`src/rtl/framer_pkg.sv`:
```
package framer_pkg;
  typedef enum logic {PH_DATA = 1'b0, PH_SYNC = 1'b1} phase_e;
endpackage

```
`src/rtl/fr_sync_tracker.sv`:
```
// Tracks the data/sync group phase, the most recent data bit, and the per-group sync error count.
module fr_sync_tracker
  import framer_pkg::*;
#(
  parameter int DATA_BITS = 8,
  parameter int SYNC_BITS = 3,
  parameter int ERR_LIMIT = 3
) (
  input  logic clk,
  input  logic rst_n,
  input  logic clear,
  input  logic take,
  input  logic bit_in,
  output logic data_take,
  output logic byte_end,
  output logic sync_fail
);
  localparam int GMAX = (DATA_BITS > SYNC_BITS) ? DATA_BITS : SYNC_BITS;
  localparam int CW   = (GMAX > 1) ? $clog2(GMAX) : 1;
  localparam int EW   = $clog2(ERR_LIMIT + 1);

  phase_e          phase_q, phase_n;
  logic [CW-1:0]   cnt_q, cnt_n;
  logic [EW-1:0]   err_q, err_n;
  logic            last_q, last_n;

  always_comb begin
    phase_n   = phase_q;
    cnt_n     = cnt_q;
    err_n     = err_q;
    last_n    = last_q;
    data_take = 1'b0;
    byte_end  = 1'b0;
    sync_fail = 1'b0;
    if (take) begin
      if (phase_q == PH_DATA) begin
        data_take = 1'b1;
        last_n    = bit_in;
        if (cnt_q == CW'(DATA_BITS - 1)) begin
          byte_end = 1'b1;
          phase_n  = PH_SYNC;
          cnt_n    = '0;
          err_n    = '0;
        end else begin
          cnt_n = cnt_q + CW'(1);
        end
      end else if (cnt_q == '0 && bit_in == last_q) begin
        // first sync bit repeats the data bit: drop it, count an error
        err_n = err_q + EW'(1);
        if (err_q == EW'(ERR_LIMIT - 1)) sync_fail = 1'b1;
      end else if (cnt_q == CW'(SYNC_BITS - 1)) begin
        phase_n = PH_DATA;
        cnt_n   = '0;
      end else begin
        cnt_n = cnt_q + CW'(1);
      end
    end
  end

  always_ff @(posedge clk or negedge rst_n) begin
    if (!rst_n) begin
      phase_q <= PH_DATA;
      cnt_q   <= '0;
      err_q   <= '0;
      last_q  <= 1'b0;
    end else if (clear) begin
      phase_q <= PH_DATA;
      cnt_q   <= '0;
      err_q   <= '0;
      last_q  <= 1'b0;
    end else if (take) begin
      phase_q <= phase_n;
      cnt_q   <= cnt_n;
      err_q   <= err_n;
      last_q  <= last_n;
    end
  end
endmodule

```
`src/rtl/fr_byte_assembler.sv`:
```
// Shifts data bits in MSB first and issues a registered byte write at the end of each byte.
module fr_byte_assembler #(
  parameter int DATA_BITS = 8,
  parameter int MAX_BYTES = 38,
  parameter int AW        = 6,
  parameter int CNTW      = 6
) (
  input  logic                 clk,
  input  logic                 rst_n,
  input  logic                 clear,
  input  logic                 take,
  input  logic                 close,
  input  logic                 bit_in,
  output logic [DATA_BITS-1:0] byte_next,
  output logic [CNTW-1:0]      byte_cnt,
  output logic                 wr_en,
  output logic [AW-1:0]        wr_addr,
  output logic [DATA_BITS-1:0] wr_data
);
  logic [DATA_BITS-1:0] shreg_q;
  logic [CNTW-1:0]      cnt_q;

  assign byte_next = {shreg_q[DATA_BITS-2:0], bit_in};
  assign byte_cnt  = cnt_q;

  always_ff @(posedge clk or negedge rst_n) begin
    if (!rst_n) begin
      shreg_q <= '0;
      cnt_q   <= '0;
    end else if (clear) begin
      shreg_q <= '0;
      cnt_q   <= '0;
    end else if (take) begin
      shreg_q <= byte_next;
      if (close) cnt_q <= cnt_q + CNTW'(1);
    end
  end

  always_ff @(posedge clk or negedge rst_n) begin
    if (!rst_n) begin
      wr_en   <= 1'b0;
      wr_addr <= '0;
      wr_data <= '0;
    end else begin
      wr_en <= take && close && !clear;
      if (take && close && !clear) begin
        wr_addr <= cnt_q[AW-1:0];
        wr_data <= byte_next;
      end
    end
  end
endmodule

```
`src/rtl/fr_packet_ctrl.sv`:
```
// Holds the length, the active state and the terminating flags of the packet.
module fr_packet_ctrl #(
  parameter int DATA_BITS = 8,
  parameter int MAX_BYTES = 38,
  parameter int LEN_BITS  = 5,
  parameter int CNTW      = 6
) (
  input  logic                 clk,
  input  logic                 rst_n,
  input  logic                 frame_start,
  input  logic                 data_take,
  input  logic                 byte_end,
  input  logic                 sync_fail,
  input  logic [DATA_BITS-1:0] byte_next,
  input  logic [CNTW-1:0]      byte_cnt,
  output logic                 ovf_hit,
  output logic                 active,
  output logic                 pkt_done,
  output logic [LEN_BITS-1:0]  pkt_len,
  output logic                 wrong_pkt,
  output logic                 overflow
);
  localparam int CMPW = ((CNTW > LEN_BITS) ? CNTW : LEN_BITS) + 1;

  logic [LEN_BITS-1:0] len_q, cand_len;
  logic [CMPW-1:0]     bytes_after;
  logic                done_hit, first_byte;

  always_comb begin
    ovf_hit     = data_take && (byte_cnt == CNTW'(MAX_BYTES));
    first_byte  = (byte_cnt == '0);
    cand_len    = first_byte ? byte_next[LEN_BITS-1:0] : len_q;
    bytes_after = CMPW'(byte_cnt) + CMPW'(1);
    done_hit    = byte_end && !ovf_hit && (cand_len != '0) &&
                  (bytes_after == CMPW'(cand_len));
  end

  always_ff @(posedge clk or negedge rst_n) begin
    if (!rst_n) begin
      active    <= 1'b0;
      len_q     <= '0;
      pkt_done  <= 1'b0;
      pkt_len   <= '0;
      wrong_pkt <= 1'b0;
      overflow  <= 1'b0;
    end else if (frame_start) begin
      active    <= 1'b1;
      len_q     <= '0;
      pkt_done  <= 1'b0;
      pkt_len   <= '0;
      wrong_pkt <= 1'b0;
      overflow  <= 1'b0;
    end else begin
      pkt_done <= done_hit;
      if (byte_end && first_byte) len_q <= cand_len;
      if (done_hit) pkt_len <= cand_len;
      if (sync_fail) wrong_pkt <= 1'b1;
      if (ovf_hit) overflow <= 1'b1;
      if (done_hit || sync_fail || ovf_hit) active <= 1'b0;
    end
  end
endmodule

```
`src/rtl/sync_destuff_framer.sv`:
```
module sync_destuff_framer #(
  parameter int DATA_BITS = 8,
  parameter int SYNC_BITS = 3,
  parameter int ERR_LIMIT = 3,
  parameter int MAX_BYTES = 38,
  parameter int LEN_BITS  = 5,
  localparam int AW       = $clog2(MAX_BYTES),
  localparam int CNTW     = $clog2(MAX_BYTES + 1)
) (
  input  logic                 clk,
  input  logic                 rst_n,
  input  logic                 frame_start,
  input  logic                 bit_valid,
  input  logic                 bit_in,
  output logic                 wr_en,
  output logic [AW-1:0]        wr_addr,
  output logic [DATA_BITS-1:0] wr_data,
  output logic                 pkt_done,
  output logic [LEN_BITS-1:0]  pkt_len,
  output logic                 wrong_pkt,
  output logic                 overflow,
  output logic                 busy
);
  logic take, data_take, byte_end, sync_fail, ovf_hit;
  logic [DATA_BITS-1:0] byte_next;
  logic [CNTW-1:0]      byte_cnt;

  assign take = bit_valid && busy && !frame_start;

  fr_sync_tracker #(
    .DATA_BITS(DATA_BITS), .SYNC_BITS(SYNC_BITS), .ERR_LIMIT(ERR_LIMIT)
  ) u_trk (
    .clk(clk), .rst_n(rst_n), .clear(frame_start), .take(take), .bit_in(bit_in),
    .data_take(data_take), .byte_end(byte_end), .sync_fail(sync_fail)
  );

  fr_byte_assembler #(
    .DATA_BITS(DATA_BITS), .MAX_BYTES(MAX_BYTES), .AW(AW), .CNTW(CNTW)
  ) u_asm (
    .clk(clk), .rst_n(rst_n), .clear(frame_start),
    .take(data_take && !ovf_hit), .close(byte_end), .bit_in(bit_in),
    .byte_next(byte_next), .byte_cnt(byte_cnt),
    .wr_en(wr_en), .wr_addr(wr_addr), .wr_data(wr_data)
  );

  fr_packet_ctrl #(
    .DATA_BITS(DATA_BITS), .MAX_BYTES(MAX_BYTES), .LEN_BITS(LEN_BITS), .CNTW(CNTW)
  ) u_ctl (
    .clk(clk), .rst_n(rst_n), .frame_start(frame_start),
    .data_take(data_take), .byte_end(byte_end), .sync_fail(sync_fail),
    .byte_next(byte_next), .byte_cnt(byte_cnt), .ovf_hit(ovf_hit),
    .active(busy), .pkt_done(pkt_done), .pkt_len(pkt_len),
    .wrong_pkt(wrong_pkt), .overflow(overflow)
  );
endmodule

```
`config.mk`:
```
export PLATFORM = sky130hd
export DESIGN_NAME = sync_destuff_framer
export DESIGN_NICKNAME = d
export VERILOG_FILES = /design/src/rtl/framer_pkg.sv /design/src/rtl/fr_sync_tracker.sv /design/src/rtl/fr_byte_assembler.sv /design/src/rtl/fr_packet_ctrl.sv /design/src/rtl/sync_destuff_framer.sv
export SDC_FILE = /design/constraint.sdc
export NUM_CORES = 1
export LEC_CHECK = 0
export CORE_UTILIZATION = 35
export DETAILED_ROUTE_END_ITERATION = 7
export DONT_BUFFER_PORTS = 1
export GPL_TIMING_DRIVEN = 0
export PLACE_DENSITY = 0.59
export SYNTH_ARGS = -nofsm -noshare
export SYNTH_HDL_FRONTEND = slang
export SYNTH_HIERARCHICAL = 1
export SYNTH_SLANG_ARGS = --single-unit
```
`constraint.sdc`:
```
create_clock -name clk -period 6.6 [get_ports clk]
set_input_delay 1.32 -clock clk [delete_from_list [all_inputs] [get_ports clk]]
set_output_delay 1.32 -clock clk [all_outputs]
set_load 0.02 [all_outputs]
```
* Word-level counts from Yosys, hierarchy flattened *
Cells that the tools add are included.
W data, S select, Z words.

storage, ports and cells
  bits of input ports = 5
  bits in registers = 49
  output and inout port bits = 24
  logic and storage cells = 104

cells by class
  reduce and logical (&&, ||, !) cells = 31
  eq/ne operators = 9
  add/subtract/negate cells = 4
  multiplexer cells = 45

operator list
  kind                   count
  $mux W5                5
  $mux W1                24
  $mux W3                6
  $mux W6                3
  $reduce_bool A2 Y1     8
  $mux W7                2
  $logic_and A1 B1 Y1    11
  $mux W2                5
  $add A6 B1 Y7 const B  1
  $eq A7 B5 Y1           1
  $add A6 B1 Y6 const B  1
  $eq A6 B6 Y1 const B   1
  $logic_not A6 Y1       1
  $ne A3 B3 Y1 const B   2
  $reduce_and A2 Y1      3
  $reduce_bool A5 Y1     1
  $add A3 B1 Y3 const B  1
  $eq A3 B2 Y1 const B   1
  $eq A3 B3 Y1 const B   1
  $logic_not A3 Y1       1
  $reduce_and A3 Y1      1
  $reduce_bool A3 Y1     1
  $add A2 B1 Y2 const B  1
  $eq A2 B2 Y1 const B   1
  other kinds (4)        6

* Longest topological paths before layout *
  depth in word-level cells = 12
  depth in mapped cells = 11
  depth with buffers taken out = 9

* Modules after synthesis *
Netlist, hierarchy kept.

by module, submodules not included
  module               area an instance (um^2)  times used  cells an instance  sequential area each (um^2)
  fr_byte_assembler    1188.6                   1           89                 700.7
  fr_packet_ctrl       998.5                    1           110                350.3
  fr_sync_tracker      518.0                    1           54                 175.2
  sync_destuff_framer  15.0                     1           2                  0.0

* Worst setup path before layout *
OpenSTA, ideal clock, no wires.

  kind = in2reg
  from = input port frame_start
  to = register u_asm.wr_addr[3]
  required time = 6475 ps
  path slack = 3371 ps
  data arrival time = 3104 ps
  stages on the path = 11
  setup time = 125 ps
  buffers on the path = 2
  cell sequence = and3b_1 -> nor2b_1 -> nand4_1 -> or2_2 -> inv_1 -> nor2b_1 -> nand2_2 -> or2_1 -> buf_6 -> buf_12 -> mux2_4

on the way
  word-level cells in the longest chain between the ends = 8
  elaborated cells between the ends (all ways) = 9
  those cells by class = 2 x mux; 7 x reduce/logical

RTL lines
  element                           line                       text
  start: declaration                sync_destuff_framer.sv:12  input logic frame_start,
  $logic_not A1 Y1                  sync_destuff_framer.sv:28  assign take = bit_valid && busy && !frame_start;
  $logic_and A1 B1 Y1               sync_destuff_framer.sv:28
  $mux W1                           fr_sync_tracker.sv:35      if (take) begin
  net data_take                     sync_destuff_framer.sv:24  logic take, data_take, byte_end, sync_fail, ovf_hit;
  $logic_and A1 B1 Y1               fr_packet_ctrl.sv:30       ovf_hit = data_take && (byte_cnt == CNTW'(MAX_BYTES));
  net ovf_hit                       sync_destuff_framer.sv:24
  $logic_not A1 Y1                  sync_destuff_framer.sv:41  .take(data_take && !ovf_hit), .close(byte_end), .bit_in(bit_in),
  $logic_and A1 B1 Y1               sync_destuff_framer.sv:41
  $logic_and A1 B1 Y1 (2 in a row)  fr_byte_assembler.sv:46    if (take && close && !clear) begin
  end signal: assignment            fr_byte_assembler.sv:47    wr_addr <= cnt_q[AW-1:0];
  end: declaration                  fr_byte_assembler.sv:17    output logic [AW-1:0] wr_addr,

The timed path passes the listed nets, and every way through them passes these cells.
A chain may end at the register's enable or synchronous reset.

* Worst setup path in the final report *
  from = input port frame_start
  to = register u_ctl.active

on the way
  word-level cells in the longest chain between the ends = 11
  elaborated cells between the ends (all ways) = 14
  those cells by class = 4 x mux; 10 x reduce/logical

RTL lines
  element                                  line                       text
  $logic_not A1 Y1 (*)                     sync_destuff_framer.sv:28
  $logic_and A1 B1 Y1 (*)                  sync_destuff_framer.sv:28
  $mux W1 (*)                              fr_sync_tracker.sv:35
  net data_take                            sync_destuff_framer.sv:24
  $logic_and A1 B1 Y1 (*)                  fr_packet_ctrl.sv:30
  $logic_not A1 Y1                         fr_packet_ctrl.sv:34       done_hit = byte_end && !ovf_hit && (cand_len != '0) &&
  $logic_and A1 B1 Y1 (3 in a row)         fr_packet_ctrl.sv:34
  $logic_or A1 B1 Y1                       fr_packet_ctrl.sv:59       if (done_hit || sync_fail || ovf_hit) active <= 1'b0;
  $logic_or A1 B1 Y1 (*)                   fr_packet_ctrl.sv:59
  $reduce_bool A2 Y1 (no source line) (*)  n/a
  end signal: assignment                   fr_packet_ctrl.sv:40       active <= 1'b0;
  end signal: assignment                   fr_packet_ctrl.sv:47       active <= 1'b1;
  end signal: assignment                   fr_packet_ctrl.sv:59
  end: declaration                         fr_packet_ctrl.sv:17       output logic active,

The timed path passes the listed nets; every way through them passes the cells marked *.

==> key figures <==
Floorplan
  • Die Wd: between 90 and 100 µm
  • Ports: 29
  • Core Rows: 31
  • Die area: approximately 8100 µm²
  • Die span in y: between 90 and 100 µm
  • Initial core utilization: between 30% and 40%
  • Total core area: about 7400 µm²

Logic synthesis
  • #FFs+latches synth: slightly below 50
  • Main synth FF type: dfrtp_1
  • Synth area leaders: dfrtp_1 (45%), mux2i_1 (4.8%), ha_1 (4.6%)
  • Seq/Total Area, Yosys: 45.1%
  • Syn Inst Count: 255
  • Post-synth EDFFs: 0
  • Synth async-reset ratio: 100%
  • Count of cell types in the netlist: 59
  • Mean Syn Cell Area: about 11 µm²
  • Syn nets: 270
  • Yosys top cell by area: dfrtp_1
  • Cell Area, Synth: roughly 2700 µm²
  • Synth top area share: 45.1%
  • Ys Warns: 6

STA
  • Total Neg Setup Slack: 0 ns
  • Min cycle time layout: between 3 and 4 ns
  • Final setup vio count: 0
  • Fmax: around 300 MHz
  • Post-Route Skew: ~0.0076 ns
  • Pins Over Slew Limit: 0
  • RSZ-0062 raised after global routing: false
  • Final-report hold violation count: 0
  • Period utilization: 49.7%
  • Final worst setup slack: between 3 and 4 ns
  • Tightest Pin Transition: 0.622 ns
  • Rel. slew slack: between 50% and 60%

Clock tree
  • CTS root buffer: clkbuf_8
  • CTS tree: yes
  • CTS max path bufs: 2
  • Number of buffers created by CTS: 5
  • H-tree depth: 2
  • CTS Sinks: between 40 and 50
  • Clock latency on the worst-skew pair: around 0.30 ns
  • Setup Fix Bufs, Post-CTS: 0
  • CTS Hold Buffers Added: 0
  • Worst-path clk slew: ~0.09 ns
  • Post-CTS resize count: 0

Worst setup path
  • Crit path launch: frame_start
  • Critical path capture point type: flop
  • Reg-to-Reg End: u_ctl/active
  • Setup crit end: u_ctl/active
  • Nature of the critical path startpoint: input pin
  • Worst setup path category: input pin to flop
  • R2R Path Start: u_ctl/active
  • Crit path max fanout: 17
  • Critical path arrival: 3.48 ns
  • Worst EP required: between 6 and 7 ns
  • R2r setup slk: approximately 3.8 ns
  • Worst r2r path cells: 7

Power
  • Switching Fraction: between 20 and 25%
  • Net switching power: 0.113 mW
  • Seq pwr share: a little under 60%
  • PD cells: approximately 180 nW/µm²
  • VDD IR max: 0.100 mV
  • Logic pwr share: between 4 and 5%
  • Internal power: 0.406 mW
  • Pleak: around 1.3 nW
  • Clock network power share: between 30% and 40%

Flow run
  • # Max-Cap Violations: 0

Final layout
  • Antenna cells: 0
  • Final instance area: between 2000 and 3000 µm²
  • Layout Nets: 277
  • Layout cells sized above 1: 15.6%
  • Area delta synth->final: 8.28%

Detailed routing
  • Post-DRT Antenna Nets: 0
  • WL/cell: ~15 µm
  • Via/cell ratio: 5.23
  • Drt total wl: around 5600 µm
  • Detailed router's first-iteration violation count: 158
  • Vias: 1894
  • First-pass DRT Iterations: 4
  • Residual DRC: 0

Place
  • Gpl congestion: 0.831
  • HPWL after DPL: 3960 µm
  • Port-buffer cells: 0
  • Post-Place Setup Slack: ~3 ns
  • Placed Area: 2840 µm²

Min path
  • Worst Hold Class: flop to flop

Global route
  • Global routing's busiest layer: met2
  • Gr usage total: between 10 and 15%
  • Initial antenna violation count: 0
  • Vias in the first global route: about 2000
  • M1 GR Usage: 19.5%
  • First-pass GRT wire length: just under 10000 µm
  • Met2 GRT Util: a little under a quarter
  • M3 GR Usage: 3.30%
  • Largest net degree at the start of global routing: 50
  • Grt ovf: 0

Run status
  • Outcome: finished clean
==> power groups by stage <==
stage	logic, mW	registers [mW]	clock network, mW
CTS	0.0228	0.303	0.202
finish	0.0228	0.303	0.192
floorplan	0.0184	0.309	0
global placement	0.0223	0.309	0
global route	0.0252	0.304	0.214
detailed placement	0.0227	0.309	0
==> cells in the mapped netlist (all sizes together) (6+ instances only) <==
cell / count
nand2b: 9
mux2i: 13
nand3: 13
o21ai: 9
inv: 11
dfrtp: 49
mux2: 14
nand2: 18
a31oi: 6
nor2: 22
buf: 7
ha: 10
a21oi: 8
and3: 6
==> critical path: stages <==
cell      delay [ns]
and3b_1         0.31
nor2b_1         0.37
and2_1          0.43
o2111a_1        0.27
o2111a_1        0.34
nand3_2         0.17
a41o_1          0.26
==> stage by stage <==
step	utilization [%]	power (mW)	hold WS (ns)	std cells
6_report	40.0	0.518	0.525	362
5_1_grt	40.0	0.543	0.559	362
4_1_cts	40.0	0.528	0.534	362
3_5_place_dp	38.6	0.332	0.516	354
3_3_place_gp	38.6	0.331	0.504	354
2_1_floorplan	-	0.327	0.480	255
==> layout make-up <==
| cell class | instances | area (µm²) |
|---|---|---|
| Buffer | 9 | 76.3 |
| Clock buffer | 7 | 96.3 |
| Clock inverter | 1 | 5.00 |
| Fill cell | 769 | 4420 |
| Inverter | 11 | 41.3 |
| Multi-Input combinational cell | 186 | 1380 |
| Sequential cell | 49 | 1230 |
| Tap cell | 99 | 124 |
==> cells by family (layout without fill, tap and decap cells) <==
logic type               count (synthesis)  after routing  synth area share (%)
AO/OA/AOI/OAI                           43             43                  11.3
buffers and inverters                   20             28                  4.32
multiplexers                            27             27                  11.7
AND/OR/NAND/NOR                        101            101                  21.4
adder cells (fa/ha/maj)                 10             10                  4.60
XOR/XNOR                                 5              5                  1.61
flip-flops                              49             49                  45.1
==> worst min-delay path by stage <==
stage / to / cells past startpoint / slack (ns) / from
detailed placement: u_asm/wr_data[7] / 1 / 0.52 / u_asm/shreg_q[6]
floorplan: u_asm/wr_data[7] / 1 / 0.48 / u_asm/shreg_q[6]
finish: u_asm/wr_data[7] / 1 / 0.52 / u_asm/shreg_q[6]
global placement: u_asm/wr_data[7] / 1 / 0.50 / u_asm/shreg_q[6]
CTS: u_ctl/len_q[4] / 2 / 0.53 / u_ctl/len_q[4]
global route: u_asm/shreg_q[6] / 2 / 0.56 / u_asm/shreg_q[6]
==> routing by layer <==
metal | part of all wire [%] | routed length [µm]
met5 | 0 | 0
met4 | 1.9 | 105
met3 | 3.7 | 210
met2 | 48 | 2690
met1 | 46 | 2600
==> flip-flops by register name, indices dropped and copies added (netlist names) <==
name and flops:
u_asm/wr_data 8, u_asm/shreg_q 7, u_asm/byte_cnt 6, u_asm/wr_addr 6, u_ctl/len_q 5, u_ctl/pkt_len 5, u_trk/cnt_q 3, u_trk/err_q 2
u_asm/wr_en 1, u_ctl/active 1, u_ctl/overflow 1, u_ctl/pkt_done 1, u_ctl/wrong_pkt 1, u_trk/last_q 1, u_trk/phase_q 1
==> layout by cell type, fill, tap and decap left out, drive strengths merged, types with 9 or more instances in the layout <==
master  instances
dfrtp          49
nor2           22
nand2          18
mux2           14
mux2i          13
nand3          13
inv            11
ha             10
o21ai           9
nand2b          9
clkbuf          9
(Power assumes the default switching activity.)
